File: config.mk
export PLATFORM = sky130hd
export DESIGN_NAME = squash_ctrl
export DESIGN_NICKNAME = d
export VERILOG_FILES = /design/src/rtl/squash_pkg.sv /design/src/rtl/squash_kill_mask.sv /design/src/rtl/squash_count.sv /design/src/rtl/squash_slot_wait.sv /design/src/rtl/squash_ctrl.sv
export SDC_FILE = /design/constraint.sdc
export NUM_CORES = 1
export LEC_CHECK = 0
export BUFFER_PORTS_ARGS = -buffer_cell sky130_fd_sc_hd__buf_4
export CAP_MARGIN = 20
export CORE_UTILIZATION = 50
export CTS_BUF_LIST = sky130_fd_sc_hd__clkbuf_4 sky130_fd_sc_hd__clkbuf_8
export DETAILED_ROUTE_END_ITERATION = 10
export PLACE_DENSITY = 0.9
export SETUP_SLACK_MARGIN = 0.5
export SLEW_MARGIN = 15
export SYNTH_ARGS = -nofsm -noshare
export SYNTH_HDL_FRONTEND = slang
export SYNTH_SLANG_ARGS = --single-unit
export TNS_END_PERCENT = 50
File: constraint.sdc
create_clock -name clk -period 3 [get_ports clk]
set_input_delay 0.6 -clock clk [delete_from_list [all_inputs] [get_ports clk]]
set_output_delay 0.6 -clock clk [all_outputs]
set_load 0.01 [all_outputs]
File: src/rtl/squash_pkg.sv
package squash_pkg;
    localparam int SQ_YOUNG_STAGES = 4;
    localparam int SQ_PC_W         = 32;

    typedef enum int {
        ST_FETCH = 0,
        ST_DEC   = 1,
        ST_ISS   = 2,
        ST_X0    = 3
    } young_stage_e;
endpackage

File: src/rtl/squash_kill_mask.sv
module squash_kill_mask #(
    parameter int NS = squash_pkg::SQ_YOUNG_STAGES
) (
    input  logic          flush,
    input  logic          slot_mode,
    input  logic [NS-1:0] stage_valid,
    input  logic [NS-1:0] slot_tag,
    output logic [NS-1:0] kill,
    output logic          slot_found
);
    logic [NS-1:0] spare;

    // One lane per younger stage: spare the tagged slot instruction in slot mode.
    for (genvar s = 0; s < NS; s++) begin : g_lane
        assign spare[s] = slot_mode & stage_valid[s] & slot_tag[s];
        assign kill[s]  = flush & stage_valid[s] & ~spare[s];
    end

    assign slot_found = |spare;
endmodule

File: src/rtl/squash_count.sv
module squash_count #(
    parameter int NS = squash_pkg::SQ_YOUNG_STAGES,
    parameter int CW = $clog2(NS + 1)
) (
    input  logic [NS-1:0] vec,
    output logic [CW-1:0] cnt
);
    always_comb begin
        cnt = '0;
        for (int i = 0; i < NS; i++) begin
            cnt = cnt + {{(CW-1){1'b0}}, vec[i]};
        end
    end
endmodule

File: src/rtl/squash_slot_wait.sv
module squash_slot_wait #(
    parameter int PC_W = squash_pkg::SQ_PC_W,
    parameter int CW   = 3
) (
    input  logic            clk,
    input  logic            rst_n,
    input  logic            arm,
    input  logic [PC_W-1:0] arm_pc,
    input  logic [CW-1:0]   arm_cnt,
    input  logic            fetch_arrive,
    output logic            waiting,
    output logic            fire,
    output logic [PC_W-1:0] held_pc,
    output logic [CW-1:0]   held_cnt
);
    typedef struct packed {
        logic            waiting;
        logic [PC_W-1:0] pc;
        logic [CW-1:0]   cnt;
    } wait_state_t;

    wait_state_t st_d, st_q;

    always_comb begin
        st_d = st_q;
        fire = st_q.waiting & fetch_arrive;
        if (arm) begin
            st_d.waiting = 1'b1;
            st_d.pc      = arm_pc;
            st_d.cnt     = arm_cnt;
        end else if (fire) begin
            st_d.waiting = 1'b0;
        end
    end

    always_ff @(posedge clk or negedge rst_n) begin
        if (!rst_n) begin
            st_q <= '0;
        end else begin
            st_q <= st_d;
        end
    end

    assign waiting  = st_q.waiting;
    assign held_pc  = st_q.pc;
    assign held_cnt = st_q.cnt;
endmodule

File: src/rtl/squash_ctrl.sv
module squash_ctrl #(
    parameter int NS   = squash_pkg::SQ_YOUNG_STAGES,
    parameter int PC_W = squash_pkg::SQ_PC_W,
    localparam int CW  = $clog2(NS + 1)
) (
    input  logic            clk,
    input  logic            rst_n,
    input  logic            slot_mode,
    input  logic            mispredict,
    input  logic [PC_W-1:0] target_pc,
    input  logic [NS-1:0]   stage_valid,
    input  logic [NS-1:0]   slot_tag,
    input  logic            fetch_arrive,
    output logic [NS-1:0]   kill,
    output logic            redirect_valid,
    output logic [PC_W-1:0] redirect_pc,
    output logic [CW-1:0]   squash_cnt,
    output logic            slot_wait
);
    logic          flush;
    logic          slot_found;
    logic          defer;
    logic          now;
    logic          fire;
    logic [CW-1:0] kill_cnt;
    logic [CW-1:0] held_cnt;
    logic [PC_W-1:0] held_pc;

    assign flush = mispredict & ~slot_wait;

    squash_kill_mask #(.NS(NS)) mask_i (
        .flush       (flush),
        .slot_mode   (slot_mode),
        .stage_valid (stage_valid),
        .slot_tag    (slot_tag),
        .kill        (kill),
        .slot_found  (slot_found)
    );

    squash_count #(.NS(NS), .CW(CW)) count_i (
        .vec (kill),
        .cnt (kill_cnt)
    );

    assign defer = flush & slot_mode & ~slot_found;
    assign now   = flush & ~defer;

    squash_slot_wait #(.PC_W(PC_W), .CW(CW)) wait_i (
        .clk          (clk),
        .rst_n        (rst_n),
        .arm          (defer),
        .arm_pc       (target_pc),
        .arm_cnt      (kill_cnt),
        .fetch_arrive (fetch_arrive),
        .waiting      (slot_wait),
        .fire         (fire),
        .held_pc      (held_pc),
        .held_cnt     (held_cnt)
    );

    always_comb begin
        redirect_valid = now | fire;
        redirect_pc    = slot_wait ? held_pc : target_pc;
        if (now) begin
            squash_cnt = kill_cnt;
        end else if (fire) begin
            squash_cnt = held_cnt;
        end else begin
            squash_cnt = '0;
        end
    end
endmodule

==> flow_metrics.tcl <==
set metrics [dict create \
    antenna_found_initial 0 \
    cts_made_buffers 5 \
    final_layout_size_suffix_gt1_share_pct 78.4 \
    ctsLongestPathBuffers 2 \
    skew_ps 4.14 \
    cts_tree "built" \
    die_area_um2 4400 \
    slowest_delay_ps 510 \
    grtUsageTotal_pct 20.9 \
    synth_area_um2 2070 \
    met3_usage_pct 3.45 \
    synth_top_area_share_pct 43.5 \
    finish.instance_area_um2 2910 \
    power_leakage_nw 1.50 \
    dp_cells 270 \
    grt_pass1_vias 1429 \
    diodes 0 \
    grt.met1_usage_pct 26.2 \
    fp-row-count 23 \
    clock_latency_ps 280 \
    hold_violations 0 \
    rsz0062_at_grt "yes" \
    synth.avg_cell_area_um2 14.9 \
    fin_setup_tns_ps 0 \
    worstSetupEndpointType "output port" \
    drtIter0Drc 52 \
    worst_ep_required_time_ps 2400 \
    antenna_left 0 \
    die_y_um 66.4 \
    vias_per_cell 5.09 \
    cts_sinks 36 \
    ios 86 \
    max_freq_ghz 0.355 \
    crit_chain "buf_6, nor2b_4, and3_4, ha_4, inv_2, fa_2, inv_1, a32o_1, buf_4" \
    peakVddDrop_v 0.000264 \
    place_hpwl_um 3080 \
    crit_family "adder cells" \
    ys_warn_count 0 \
    start_kind "primary input" \
    path_max_fanout 3 \
    synth.most_common_cell "dfrtp_1" \
    die_x_um 66.4 \
    postCtsHoldBufs 0 \
    max_slew_margin_pct 70.3 \
    arrival_ps 2220 \
    synth_seq_area_share_pct 43.5 \
    ff2ff_path_depth 8 \
    outcome "finished clean" \
    gp_congestion 0.725 \
    post-route-period-util_pct 94.0 \
    clockRootBuffer "clkbuf_8" \
    syn_nets 187 \
    worst_pin_slew_ps 445 \
    synth_commonest_cells "36 x dfrtp_1, 35 x mux2_4, 32 x mux2_2, 6 x inv_1, 5 x buf_6" \
    finalWirelength_um 4310 \
    grt_max_degree 37 \
    async_flop_share_pct 100 \
    numPortBuffers 85 \
    grt.met2_usage_pct 36.0 \
    hold_path.class "in2async" \
    htree_levels 2 \
    busiest_layer "met2" \
    critPathBufInv 4 \
    slew_violations 0 \
    grt_pass1_wl_um 6790 \
    setup_viol_count_final 0 \
    routedWlPerCell_um 15.3 \
    synth_edf_count 0 \
    synth_top_flop_cell "dfrtp_1" \
    drc 0 \
    area_delta_synth_final_pct 40.4 \
    path_class "in2out" \
    finish.utilization_pct 72.7 \
    netlist_instances 139 \
    post-route-min-period_ps 2820 \
    maxCapViolations 0 \
    place_area_um2 2760 \
    pwr_density_cell_nw_per_um2 540 \
    reg2reg_from "wait_i.waiting" \
    ys_ff_latch 36 \
    crit_slowest_cell "fa_2" \
    stdcell_count 281 \
    synth_area_leader_cell "dfrtp_1" \
    final_nets 279 \
    coreArea_um2 4000 \
    r2r-end "wait_i.held_cnt[1]" \
    yosys-top-cells-area "dfrtp_1 44%, mux2_4 25%, mux2_2 17%, buf_6 2.7%, a32o_1 1.5%" \
    cts.clk_slew.worst_paths_ps 60 \
    r2r_setup_slack_ps 1080 \
    gr-total-overflow 0 \
    synth_cell_types 20 \
    first_pass_iters 4 \
    vias 1429 \
    initial_utilization_pct 51.8 \
]
power breakdown:
part	leakage [nW]	switching (W)	internal [W]
Combinational	1.02	0.000181	0.000369
Clock	0.0445	0.000154	0.000167
Sequential	0.435	0.0000760	0.000622
sequential cells by signal, summed over array words and instances (netlist names):
name / flops
wait_i.waiting: 1
wait_i.held_pc: 32
wait_i.held_cnt: 3
worst max-delay path by stage:
stage                   startpoint  slack [ps]            end  cells after the start
floorplan               mispredict         220  squash_cnt[1]                      9
global placement         slot_mode         110  squash_cnt[1]                     10
detailed placement       slot_mode          90  squash_cnt[1]                     10
CTS                     mispredict         190  squash_cnt[1]                     10
global route        wait_i.waiting         110  squash_cnt[0]                      8
finish                  mispredict         180  squash_cnt[0]                      9
worst register-to-register path, cell delays in order (launching register included):
cell	delay, ps
dfrtp_1	410
nor2b_4	160
buf_6	130
and3_4	180
inv_1	60
fa_2	350
inv_2	70
ha_4	190
mux2_4	260
layout by cell type (no fill, tap or decap), types with 2 or more instances in the layout:
cell type / synthesis / layout
a32o_1: 3 / 2
inv_1: 6 / 4
mux2_2: 32 / 32
inv_2: 0 / 2
clkbuf_8: 0 / 5
buf_6: 5 / 3
ha_4: 0 / 2
dfrtp_1: 36 / 36
mux2_4: 35 / 35
buf_4: 1 / 91
and3_4: 0 / 3
nand2_1: 3 / 3
through the flow:
stage	hold slack (ps)	setup WS, ps	total power [W]
2_1_floorplan	304	224	0.00104
6_report	268	180	0.00157
3_5_place_dp	489	91.4	0.00124
4_1_cts	275	193	0.00157
3_3_place_gp	485	109	0.00122
5_1_grt	298	111	0.00167
routing by layer:
metal | routed length (µm) | up-vias | part of all wire [%]
met5 | 0 | - | 0
met2 | 2270 | 48 | 53
li1 | - | 677 | -
met1 | 1800 | 697 | 42
met4 | 62 | 0 | 1.4
met3 | 171 | 7 | 4.0
repair_timing:
item	CTS	global route
pin swaps	6	0
gates resized for setup	6	1
gates cloned	0	0
setup endpoints to repair	3	3
buffers inserted	0	4
hold endpoints to repair	0	0
final cells by class:
cell class / count / area [µm²]
multi-input cells: 88 / 1120
fillers: 279 / 1090
flip-flops and latches: 36 / 901
repair buffers: 94 / 717
clock buffers: 6 / 76.3
well taps: 50 / 62.6
inverters: 6 / 22.5
clock inverters: 1 / 5.00
cells by family (layout without fill, tap and decap cells):
family	after synthesis	after routing	synth area share, %
AOI/OAI and AO/OA	7	7	2.96
adders and majority gates	3	3	2.18
buffers and inverters	15	107	4.89
DFF	36	36	43.5
muxes	67	67	42.8
and+or+nand+nor	11	11	3.69
Power figures use the tool's default switching activity.
